## src/rtl/adc_fmt_pkg.sv

```systemverilog
package adc_fmt_pkg;
  typedef enum logic [2:0] {
    PAT_OFF     = 3'd0,
    PAT_ZEROS   = 3'd1,
    PAT_ONES    = 3'd2,
    PAT_CHECKER = 3'd3,
    PAT_ALT     = 3'd4
  } pat_e;

  typedef struct packed {
    logic twos;
    logic rand_en;
    logic ddr;
    pat_e pat;
  } cfg_t;

  localparam int unsigned ADDR_FMT = 0;
  localparam int unsigned ADDR_PAT = 1;
endpackage

```

## src/rtl/adc_fmt_cfg.sv

```systemverilog
module adc_fmt_cfg
  import adc_fmt_pkg::*;
#(
  parameter int unsigned CFG_AW = 2
) (
  input  logic              clk_i,
  input  logic              rst_ni,
  input  logic              we_i,
  input  logic [CFG_AW-1:0] addr_i,
  input  logic [2:0]        wdata_i,
  output cfg_t              cfg_o
);
  cfg_t cfg_q;

  always_ff @(posedge clk_i or negedge rst_ni) begin
    if (!rst_ni) begin
      cfg_q <= '{twos: 1'b0, rand_en: 1'b0, ddr: 1'b0, pat: PAT_OFF};
    end else if (we_i) begin
      if (addr_i == CFG_AW'(ADDR_FMT)) begin
        cfg_q.twos    <= wdata_i[0];
        cfg_q.rand_en <= wdata_i[1];
        cfg_q.ddr     <= wdata_i[2];
      end else if (addr_i == CFG_AW'(ADDR_PAT)) begin
        case (wdata_i)
          3'd1:    cfg_q.pat <= PAT_ZEROS;
          3'd2:    cfg_q.pat <= PAT_ONES;
          3'd3:    cfg_q.pat <= PAT_CHECKER;
          3'd4:    cfg_q.pat <= PAT_ALT;
          default: cfg_q.pat <= PAT_OFF;
        endcase
      end
    end
  end

  assign cfg_o = cfg_q;
endmodule

```

## src/rtl/adc_fmt_pat.sv

```systemverilog
module adc_fmt_pat
  import adc_fmt_pkg::*;
#(
  parameter int unsigned DATA_W = 14
) (
  input  pat_e              pat_i,
  input  logic              phase_i,
  output logic [DATA_W-1:0] word_o
);
  for (genvar i = 0; i < DATA_W; i++) begin : g_bit
    localparam logic ODD = ((i % 2) == 1);
    always_comb begin
      case (pat_i)
        PAT_ONES:    word_o[i] = 1'b1;
        PAT_CHECKER: word_o[i] = ODD ^ phase_i;
        PAT_ALT:     word_o[i] = ~phase_i;
        default:     word_o[i] = 1'b0;
      endcase
    end
  end
endmodule

```

## src/rtl/adc_fmt_enc.sv

```systemverilog
module adc_fmt_enc #(
  parameter int unsigned DATA_W = 14
) (
  input  logic [DATA_W-1:0] word_i,
  input  logic              twos_i,
  input  logic              rand_en_i,
  output logic [DATA_W-1:0] word_o
);
  logic [DATA_W-1:0] coded;

  // offset binary <-> two's complement: flip MSB
  assign coded = word_i ^ {twos_i, {(DATA_W-1){1'b0}}};

  assign word_o[0] = coded[0];
  for (genvar i = 1; i < DATA_W; i++) begin : g_scr
    assign word_o[i] = coded[i] ^ (rand_en_i & coded[0]);
  end
endmodule

```

## src/rtl/adc_fmt_pack.sv

```systemverilog
module adc_fmt_pack #(
  parameter int unsigned DATA_W = 14
) (
  input  logic [DATA_W-1:0] word_i,
  input  logic              ddr_i,
  input  logic              hi_i,
  output logic [DATA_W-1:0] lines_o
);
  localparam int unsigned LANES = DATA_W / 2;

  logic [LANES-1:0] ddr_w;

  for (genvar k = 0; k < LANES; k++) begin : g_lane
    assign ddr_w[k] = hi_i ? word_i[2*k+1] : word_i[2*k];
  end

  assign lines_o = ddr_i ? {{(DATA_W-LANES){1'b0}}, ddr_w} : word_i;
endmodule

```

## src/rtl/adc_out_fmt.sv

```systemverilog
module adc_out_fmt
  import adc_fmt_pkg::*;
#(
  parameter int unsigned DATA_W = 14,
  parameter int unsigned CFG_AW = 2
) (
  input  logic              clk_i,
  input  logic              rst_ni,
  input  logic [DATA_W-1:0] sample_i,
  input  logic              cfg_we_i,
  input  logic [CFG_AW-1:0] cfg_addr_i,
  input  logic [2:0]        cfg_wdata_i,
  output logic [DATA_W-1:0] data_o
);
  cfg_t              cfg_q;
  cfg_t              s1_cfg_q;
  logic [DATA_W-1:0] s1_sample_q;
  logic              s1_phase_q;
  logic              phase_q;
  logic [DATA_W-1:0] pat_word;
  logic [DATA_W-1:0] enc_word;
  logic [DATA_W-1:0] s2_word_q;
  logic              s2_ddr_q;
  pat_e              s1_pat;
  logic              s1_ddr;

  adc_fmt_cfg #(.CFG_AW(CFG_AW)) cfg_i (
    .clk_i   (clk_i),
    .rst_ni  (rst_ni),
    .we_i    (cfg_we_i),
    .addr_i  (cfg_addr_i),
    .wdata_i (cfg_wdata_i),
    .cfg_o   (cfg_q)
  );

  // stage 1: capture sample with the setting in force at this edge
  always_ff @(posedge clk_i or negedge rst_ni) begin
    if (!rst_ni) begin
      s1_sample_q <= '0;
      s1_cfg_q    <= '{twos: 1'b0, rand_en: 1'b0, ddr: 1'b0, pat: PAT_OFF};
      s1_phase_q  <= 1'b0;
      phase_q     <= 1'b0;
    end else begin
      s1_sample_q <= sample_i;
      s1_cfg_q    <= cfg_q;
      s1_phase_q  <= phase_q;
      phase_q     <= (cfg_q.pat != PAT_OFF) ? ~phase_q : 1'b0;
    end
  end

  assign s1_pat = s1_cfg_q.pat;
  assign s1_ddr = s1_cfg_q.ddr;

  adc_fmt_pat #(.DATA_W(DATA_W)) pat_i (
    .pat_i   (s1_pat),
    .phase_i (s1_phase_q),
    .word_o  (pat_word)
  );

  adc_fmt_enc #(.DATA_W(DATA_W)) enc_i (
    .word_i    (s1_sample_q),
    .twos_i    (s1_cfg_q.twos),
    .rand_en_i (s1_cfg_q.rand_en),
    .word_o    (enc_word)
  );

  // stage 2: formatted word plus its packing mode
  always_ff @(posedge clk_i or negedge rst_ni) begin
    if (!rst_ni) begin
      s2_word_q <= '0;
      s2_ddr_q  <= 1'b0;
    end else begin
      s2_word_q <= (s1_pat != PAT_OFF) ? pat_word : enc_word;
      s2_ddr_q  <= s1_ddr;
    end
  end

  adc_fmt_pack #(.DATA_W(DATA_W)) pack_i (
    .word_i  (s2_word_q),
    .ddr_i   (s2_ddr_q),
    .hi_i    (clk_i),
    .lines_o (data_o)
  );
endmodule

```

## config.mk

```make
export PLATFORM = sky130hd
export DESIGN_NAME = adc_out_fmt
export DESIGN_NICKNAME = d
export VERILOG_FILES = /design/src/rtl/adc_fmt_pkg.sv /design/src/rtl/adc_fmt_cfg.sv /design/src/rtl/adc_fmt_pat.sv /design/src/rtl/adc_fmt_enc.sv /design/src/rtl/adc_fmt_pack.sv /design/src/rtl/adc_out_fmt.sv
export SDC_FILE = /design/constraint.sdc
export NUM_CORES = 1
export LEC_CHECK = 0
export BUFFER_PORTS_ARGS = -buffer_cell sky130_fd_sc_hd__clkbuf_2
export CAP_MARGIN = 10
export CORE_MARGIN = 2
export CORE_UTILIZATION = 47
export DETAILED_ROUTE_END_ITERATION = 6
export PLACE_DENSITY = 0.8
export SKIP_CTS_REPAIR_TIMING = 1
export SLEW_MARGIN = 20
export SYNTH_ARGS = -nofsm -noshare
export SYNTH_HDL_FRONTEND = slang
export SYNTH_SLANG_ARGS = --single-unit
```

## constraint.sdc

```tcl
create_clock -name clk_i -period 1.15 [get_ports clk_i]
set_input_delay 0.115 -clock clk_i [delete_from_list [all_inputs] [get_ports clk_i]]
set_output_delay 0.115 -clock clk_i [all_outputs]
set_load 0.02 [all_outputs]
```

# Word level (Yosys, flattened, before mapping)
# Index checks and enable logic that the tools add are counted.
[op_classes]
eq_ne = 8
n_mux = 13
bitwise = 18
n_reduce_logical = 6
[ops]
columns = ["op", "n"]
rows = [
  ["$mux W14", 2],
  ["$xor A14 B14 Y14", 1],
  ["$xor A1 B1 Y1", 13],
  ["$eq A3 B2 Y1 const B", 4],
  ["$pmux W3 S4", 1],
  ["$mux W1", 8],
  ["$eq A3 B3 Y1 const B", 2],
  ["$reduce_bool A3 Y1", 2],
  ["$eq A3 B1 Y1 const B", 1],
  ["$not A1 Y1", 3],
  ["$pmux W1 S3", 1],
  ["$reduce_and A3 Y1", 1],
  ["$eq A2 B1 Y1 const B", 1],
  ["$logic_not A2 Y1", 1],
  ["$pmux W1 S2", 1],
  ["$reduce_and A2 Y1", 1],
  ["$reduce_or A2 Y1", 1],
  ["$and A1 B1 Y1", 1],
]
[totals]
register_bits = 43
input_bits = 22

# Logic depth before layout (Yosys ltp)
# Gate-level depths: netlist of the first run.
[depth]
word_depth = 4
ltp_mapped = 4
depth_no_buf = 3

# Cells and area by module
# A second synthesis of the first run with hierarchy kept.
[hier_totals]
hier_cells = 137
area_unflattened_um2 = 1904.3
[modules_own_cells]
columns = ["module", "n_inst", "cells_each", "area_per_inst_um2", "seq_area_each_um2"]
rows = [
  ["adc_out_fmt", 1, 55, 1119.8, 925.9],
  ["adc_fmt_cfg", 1, 17, 270.3, 150.1],
  ["adc_fmt_pack", 1, 30, 226.5, 0.0],
  ["adc_fmt_enc", 1, 17, 151.4, 0.0],
  ["adc_fmt_pat", 1, 18, 136.4, 0.0],
]

==> load_flow_metrics.sql, run 1 <==
INSERT INTO impl_metrics (metric_group, metric, value, unit) VALUES
('run_status', 'status', 'finished, violations left', ''),
('run_status', 'failing_checks', 'setup timing', ''),
('yosys', 'synthesis.area', '0.001625', 'mm²'),
('drt', 'vias', '1158', ''),
('power', 'share_seq_of_total_power', '0.382', ''),
('drt', 'detailedRoute.firstIterationViolations', '44', ''),
('power', 'powerDensity', '2093', 'mW/mm²'),
('yosys', 'post_synth_num_cell_types', '20', ''),
('critical_path', 'worstSetupStartpoint', 's2_ddr_q', ''),
('drt', 'avgRoutedWirePerCell', '13.79', 'µm'),
('placed_design', 'routabilityCongestion', '0.7657', ''),
('timing', 'endpoints_failing_setup', '29', ''),
('min_path', 'min_path_type', 'in2reg', ''),
('drt', 'antenna_left', '0', ''),
('run', 'max-cap-violations', '0', ''),
('timing', 'normalized_max_slew_margin', '0.7479', ''),
('yosys', 'synth_cells', '129', ''),
('critical_path', 'critPathKind', 'reg2out', ''),
('power', 'cellInternalPower', '3.470', 'mW'),
('global_route', 'antenna_found_initial', '0', ''),
('global_route', 'grt.met2_usage', '0.2433', ''),
('power', 'total_switching_power', '1.704', 'mW'),
('placed_design', 'dp_worst_setup_slack', '-0.1672', 'ns'),
('critical_path', 'critical_path_required', '1.03', 'ns'),
('yosys', 'synth.yosys.seq_area_share', '0.6620', ''),
('drt', 'post_drt_via_cell_ratio', '4.765', ''),
('critical_path', 'start_kind', 'flop', ''),
('yosys', 'ys.warnings.count', '0', ''),
('die', 'placeableCoreArea', '0.003337', 'mm²'),
('yosys', 'synthTopCellsByArea', 'dfrtp_1 (66%), xor2_1 (6.5%), mux2i_1 (3.7%)', ''),
('power', 'report.power.total', '5.174', 'mW'),
('global_route', 'via_count_of_the_first_global_routing_pass', '1231', ''),
('timing', 'timing_worst_slew_pin_value', '0.3766', 'ns'),
('die', 'floorplan.die.height', '62.81', 'µm'),
('global_route', 'use_met1', '0.1472', ''),
('power', 'worst_ir_drop_vdd', '0.001066', 'V'),
('power', 'power_frac_comb', '0.197', ''),
('critical_path', 'r2r_cells', '3', ''),
('critical_path', 'reg2reg_from', 's1_pat[1]', ''),
('power', 'power.clock.fraction', '0.422', ''),
('yosys', 'yosysTopAreaCellShare', '0.6620', ''),
('die', 'top_level_ports', '36', ''),
('timing', 'finalWorstSetupSlack', '-0.4186', 'ns'),
('global_route', 'total_track_usage', '0.1665', ''),
('layout', 'final-instance-count-excl-fill', '243', ''),
('die', 'initial_cell_density_of_the_core', '0.4871', ''),
('placed_design', 'place_inst', '209', ''),
('placed_design', 'placement.io_buffers', '35', ''),
('power', 'leakagePower', '1.126', 'nW'),
('critical_path', 'endpoint', 'data_o[0]', ''),
('global_route', 'grt.met3_usage', '0.1081', ''),
('timing', 'hold_viol_final', '0', ''),
('die', 'std_cell_rows', '21', ''),
('clock_network', 'path_clk_slew', '0.13', 'ns'),
('power', 'switching_share', '0.3293', ''),
('timing', 'post-route-min-period', '1.569', 'ns'),
('layout', 'most-common-layout-cells', 'dfrtp_1 (39), clkbuf_2 (22), dlygate4sd3_1 (18)', ''),
('clock_network', 'tritoncts', 'built', ''),
('critical_path', 'timing.reg2reg.setup_slack', '-0.05', 'ns'),
('min_path', 'holdCritStartpoint', 'cfg_we_i', ''),
('timing', 'rsz0062_at_grt', 'yes', ''),
('yosys', 'average_footprint_of_a_synthesized_cell', '12.60', 'µm²'),
('layout', 'drive_above_1_share', '0.4721', ''),
('critical_path', 'critical_path_peak_fanout', '3', ''),
('timing', 'max_freq', '637.5', 'MHz'),
('die', 'dieWidth', '62.81', 'µm'),
('timing', 'layout_worst_path_cycle_share', '1.364', ''),
('global_route', 'grt_busiest_layer', 'met2', ''),
('layout', 'antenna_cells', '0', ''),
('critical_path', 'critical_path.reg2reg.endpoint', 's2_word_q[9]', ''),
('layout', 'mostFrequentLayoutCell', 'dfrtp_1', '');
[cell usage after synthesis]
| library cell | number |
|---|---|
| inv_1 | 1 |
| nand2_1 | 7 |
| nand2b_1 | 3 |
| nor3_1 | 1 |
| buf_2 | 4 |
| nor3b_1 | 1 |
| mux2i_1 | 6 |
| buf_4 | 1 |
| nor2b_1 | 8 |
| mux2_2 | 4 |
| o21ai_0 | 7 |
| xnor2_1 | 2 |
| dfrtp_1 | 43 |
| nor4b_1 | 1 |
| o21ai_1 | 10 |
| or3_4 | 1 |
| a21oi_1 | 8 |
| nor2_1 | 8 |
| nand3b_1 | 1 |
| xor2_1 | 12 |
[flip-flops by register name (all words and copies together) (netlist names)]
signal,count
s2_word_q,14
s1_pat,3
s1_ddr,1
s1_phase_q,1
s1_cfg_q,2
cfg_i.cfg_o,6
s1_sample_q,14
phase_q,1
s2_ddr_q,1
[worst max-delay path, cell delays in order, from the launching register on]
cell	delay, ns
dfrtp_2	0.49
nand2_4	0.08
mux2_4	0.29
buf_6	0.13
[stage by stage]
step                      setup TNS, ns  cell area, µm²  utilization  hold slack, ns
after floorplan                 -0.1968            1677            -         -0.1806
after global placement         -0.01749            1932       0.5789         0.09793
after detailed placement         -1.946            1932       0.5789          0.1039
after CTS                        -7.901            2056       0.6160         -0.4222
after global routing             -6.979            2472       0.7409         0.05889
final                            -5.596            2472       0.7409         0.03536
[how the worst min path moves through the flow]
stage	end	slack [ns]	cells past startpoint
2_1_floorplan	cfg_i.cfg_o[0]	-0.18	0
3_3_place_gp	cfg_i.cfg_o[3]	0.1	2
3_5_place_dp	cfg_i.cfg_o[3]	0.10	2
4_1_cts	cfg_i.cfg_o[3]	-0.42	2
5_1_grt	cfg_i.cfg_o[2]	0.06	3
6_report	cfg_i.cfg_o[1]	0.04	3
[power by group through the flow]
stage	Clock [mW]	Combinational (mW)	Sequential (mW)
5_1_grt	2.37	1.09	2.01
4_1_cts	2.06	0.686	1.92
3_3_place_gp	0.633	0.657	1.94
3_5_place_dp	0.633	0.681	1.96
6_report	2.18	1.02	1.98
2_1_floorplan	0.776	0.469	1.90
[cell families (layout without fill, tap and decap cells)]
| logic type | after synthesis | in the layout | synth area share |
|---|---|---|---|
| XOR/XNOR | 14 | 14 | 0.07544 |
| AO/OA/AOI/OAI | 25 | 25 | 0.07698 |
| buffers and inverters | 6 | 73 | 0.01925 |
| flip-flops | 43 | 43 | 0.6620 |
| multiplexers | 10 | 10 | 0.06466 |
| AND/OR/NAND/NOR | 31 | 32 | 0.1016 |
[layer usage]
metal | vias up | routed length, µm | share of wire
li1 | 564 | - | -
met1 | 549 | 1177 | 0.35
met2 | 35 | 1935 | 0.58
met3 | 10 | 168 | 0.050
met4 | 0 | 71 | 0.021
met5 | - | 0 | 0
[layout make-up]
cell class | count | area [µm²]
Tap cell | 46 | 57.56
Multi-Input combinational cell | 81 | 680.7
Timing Repair Buffer | 52 | 452.9
Clock buffer | 18 | 157.7
Clock inverter | 2 | 38.79
Inverter | 1 | 3.754
Sequential cell | 43 | 1081
Fill cell | 227 | 864.6
Note: power is estimated with default switching activity, not from simulation.
==> run 2, diff against run 1 <==
ABC_AREA = 1   (was not set)
CORE_UTILIZATION = 48   (was 47)
PLACE_DENSITY = 0.81   (was 0.8)
TNS_END_PERCENT = 100   (was not set)
==> run 2 against run 1 <==
Sequential share of layout area decreased by 1.7 points. Highest routed layer unchanged. Utilization up 1.5 points. The flow still finishes with violations (setup timing). Clock-buffer cell count rose by 8. Worst hold slack worse by 0.017 ns. Final area up 3.7%. Flip-flop and latch count unchanged. Global-route usage is 1.2 points higher. Maximum frequency is 3.9% lower. Synthesized cell count is 36% higher. Critical path depth grew 1. Via count increased by 22%. Critical path type unchanged. Setup slack got worse by 0.064 ns.
==> load_flow_metrics.sql, run 2 <==
INSERT INTO impl_metrics (metric_group, metric, value, unit) VALUES
('power', 'leakagePower', '1.323', 'nW'),
('layout', 'final_util', '0.7564', ''),
('placed_design', 'routabilityCongestion', '0.7177', ''),
('yosys', 'synthTopCellsByArea', 'dfrtp_1 (63%), nand2_1 (11%), xnor2_1 (6.1%)', ''),
('global_route', 'antenna_found_initial', '0', ''),
('die', 'top_level_ports', '36', ''),
('timing', 'layout_worst_path_cycle_share', '1.420', ''),
('yosys', 'synth-edff-count', '0', ''),
('yosys', 'synthTopCellsByCount', 'nand2_1 (49), dfrtp_1 (43), inv_1 (19), nor2_1 (16), o21ai_0 (14)', ''),
('drt', 'vias', '1415', ''),
('power', 'power_frac_comb', '0.183', ''),
('timing', 'final.setup.tns', '-5.819', 'ns'),
('critical_path', 'worst_path_largest_cell_delay', '0.44', 'ns'),
('yosys', 'synth.largest_area_cell', 'dfrtp_1', ''),
('timing', 'endpoints_failing_setup', '35', ''),
('placed_design', 'place_inst', '259', ''),
('timing', 'maxSlewViolCount', '0', ''),
('placed_design', 'placement.io_buffers', '35', ''),
('layout', 'layout.area.seq', '0.001077', 'mm²'),
('yosys', 'synth.yosys.seq_area_share', '0.6277', ''),
('critical_path', 'timing.critical_path.slowest_stage_cell', 'dfrtp_2', ''),
('min_path', 'min_path_type', 'in2reg', ''),
('global_route', 'grt_start_max_net_pins', '44', ''),
('yosys', 'syn_nets', '198', ''),
('power', 'power.clock.fraction', '0.472', ''),
('drt', 'post_drt_via_cell_ratio', '4.624', ''),
('placed_design', 'dp_worst_setup_slack', '0.03681', 'ns'),
('critical_path', 'endpoint_kind', 'output pin', ''),
('critical_path', 'critical_path_arrival', '1.52', 'ns'),
('global_route', 'grt_pass1_wl', '5140', 'µm'),
('clock_network', 'path_clk_slew', '0.11', 'ns'),
('timing', 'post-route-min-period', '1.632', 'ns'),
('layout', 'drive_above_1_share', '0.3500', ''),
('drt', 'first_pass_iters', '4', ''),
('critical_path', 'critical_path_required', '1.03', 'ns'),
('drt', 'totalWireLength', '3620', 'µm'),
('timing', 'normalized_max_slew_margin', '0.8373', ''),
('yosys', 'synthesis.area', '0.001714', 'mm²'),
('run_status', 'status', 'finished, violations left', ''),
('yosys', 'ys.warnings.count', '0', ''),
('yosys', 'postSynth.asyncResetShare', '1.000', ''),
('layout', 'antenna_cells', '0', ''),
('yosys', 'most_instantiated_library_cell_after_synthesis', 'nand2_1', ''),
('timing', 'final_hold_slack', '0.01847', 'ns'),
('power', 'switching_share', '0.3387', ''),
('yosys', 'average_footprint_of_a_synthesized_cell', '9.739', 'µm²'),
('drt', 'drc_errors', '0', ''),
('power', 'powerDensity', '2167', 'mW/mm²'),
('yosys', 'yosys_most_used_dff', 'dfrtp_1', ''),
('critical_path', 'cells_along_the_critical_path', 'buf_4 -> buf_4 -> o21ai_2 -> buf_4', ''),
('global_route', 'grt.overflow.total', '0', ''),
('critical_path', 'worst_path_most_repeated_cell', 'buf_4', ''),
('critical_path', 'critical_path_peak_fanout', '6', ''),
('run_status', 'failing_checks', 'setup timing', ''),
('layout', 'n_fill_cell', '223', ''),
('yosys', 'synth_cells', '176', ''),
('clock_network', 'tritoncts', 'built', ''),
('die', 'dieWidth', '63.76', 'µm'),
('yosys', 'yosysTopAreaCellShare', '0.6277', ''),
('drt', 'antenna_left', '0', ''),
('placed_design', 'dp.final_hpwl', '1958', 'µm'),
('yosys', 'post_synth_num_cell_types', '19', ''),
('power', 'cellInternalPower', '3.673', 'mW'),
('die', 'floorplan.die.height', '63.76', 'µm'),
('die', 'placeableCoreArea', '0.003390', 'mm²'),
('timing', 'max_freq', '612.6', 'MHz'),
('drt', 'detailedRoute.firstIterationViolations', '51', ''),
('die', 'die_area', '0.004065', 'mm²'),
('timing', 'hold_viol_final', '0', ''),
('critical_path', 'cp_num_buf_inv', '3', ''),
('run', 'max-cap-violations', '0', ''),
('drt', 'avgRoutedWirePerCell', '11.83', 'µm'),
('power', 'total_switching_power', '1.881', 'mW'),
('timing', 'timing_worst_slew_pin_value', '0.2441', 'ns'),
('global_route', 'via_count_of_the_first_global_routing_pass', '1390', ''),
('timing', 'finalWorstSetupSlack', '-0.4825', 'ns'),
('critical_path', 'critPathKind', 'reg2out', ''),
('yosys', 'synth.ff_latch_count', '43', ''),
('power', 'share_seq_of_total_power', '0.346', ''),
('critical_path', 'start_kind', 'flop', ''),
('die', 'initial_cell_density_of_the_core', '0.5057', ''),
('layout', 'nets', '278', ''),
('die', 'std_cell_rows', '21', ''),
('layout', 'flow.area_growth_from_synthesis', '49.56', '%'),
('clock_network', 'clkLatencyLatePin', '0.45', 'ns'),
('layout', 'mostFrequentLayoutCell', 'nand2_1', ''),
('layout', 'multi_input_area', '589.3', 'µm²'),
('layout', 'final-instance-count-excl-fill', '306', ''),
('critical_path', 'cp_top_family', 'buffers and inverters', ''),
('power', 'worst_ir_drop_vdd', '0.001159', 'V'),
('timing', 'clk_skew', '0.008775', 'ns'),
('global_route', 'total_track_usage', '0.1784', ''),
('timing', 'rsz0062_at_grt', 'yes', ''),
('layout', 'most-common-layout-cells', 'nand2_1 (47), dfrtp_1 (42), buf_4 (24)', '');
-- run 2: cell count changes in the layout (fill, tap and decap cells not counted), moves of 5 or more --
cell     change
nand2_1     +41
buf_4       +18
inv_1       +12
xor2_1      -12
xnor2_1     +10
nor2_1       +8
inv_2        +7
a21oi_2      -6
mux2i_1      -6
o21ai_0      +5
o21ai_1      -5
-- run 2: worst paths after layout --
check / from / slack [ns] / cells past startpoint / end
setup / recovery: s2_ddr_q / -0.48 / 4 / data_o[3]
hold / removal: cfg_we_i / 0.02 / 3 / cfg_i.cfg_o[4]
setup reg to reg: s1_pat[1] / 0.09 / 4 / s2_word_q[11]
hold reg to reg: s1_ddr / 0.39 / 0 / s2_ddr_q
max in group asynchronous: rst_ni / 0.73 / 3 / s2_ddr_q
min in group asynchronous: rst_ni / 0.20 / 3 / s1_sample_q[9]
-- run 2: final cells by class --
type	instances	share of cell area
flip-flops and latches	43	0.4202
multi-input cells	108	0.2299
repair buffers	61	0.1898
clock buffers	26	0.1049
inverters	19	0.02782
well taps	46	0.02245
clock inverters	3	0.004880
-- run 2: power groups by stage --
stage / clock network (mW) / logic [mW] / registers [mW]
floorplan: 0.476 / 0.523 / 1.88
global placement: 0.484 / 0.733 / 1.91
detailed placement: 0.484 / 0.752 / 1.93
CTS: 2.56 / 0.758 / 1.90
global route: 2.81 / 1.13 / 1.95
finish: 2.62 / 1.02 / 1.92
-- run 2: cell families after synthesis --
logic type      share of synthesized area
buf+inv                           0.06277
xor+xnor                          0.06131
compound gates                    0.06277
simple gates                       0.1854
flops                              0.6277
-- run 2: worst min-delay path: stages --
cell      delay (ns)
clkbuf_2        0.09
nand2_1         0.14
o21ai_0         0.09
-- run 2: routing by layer --
metal  up-vias  share of wire  GRT usage
met1       645           0.38     0.1596
met4         0          0.038     0.2120
met3        15          0.056     0.1004
li1        707              -          -
met2        48           0.53     0.2579
met5         -              0          0
-- run 2: stage by stage --
step | power, mW | area [µm²]
global route | 5.881 | 2564
finish | 5.555 | 2564
floorplan | 2.877 | 1733
global placement | 3.131 | 2011
detailed placement | 3.163 | 2011
CTS | 5.215 | 2247
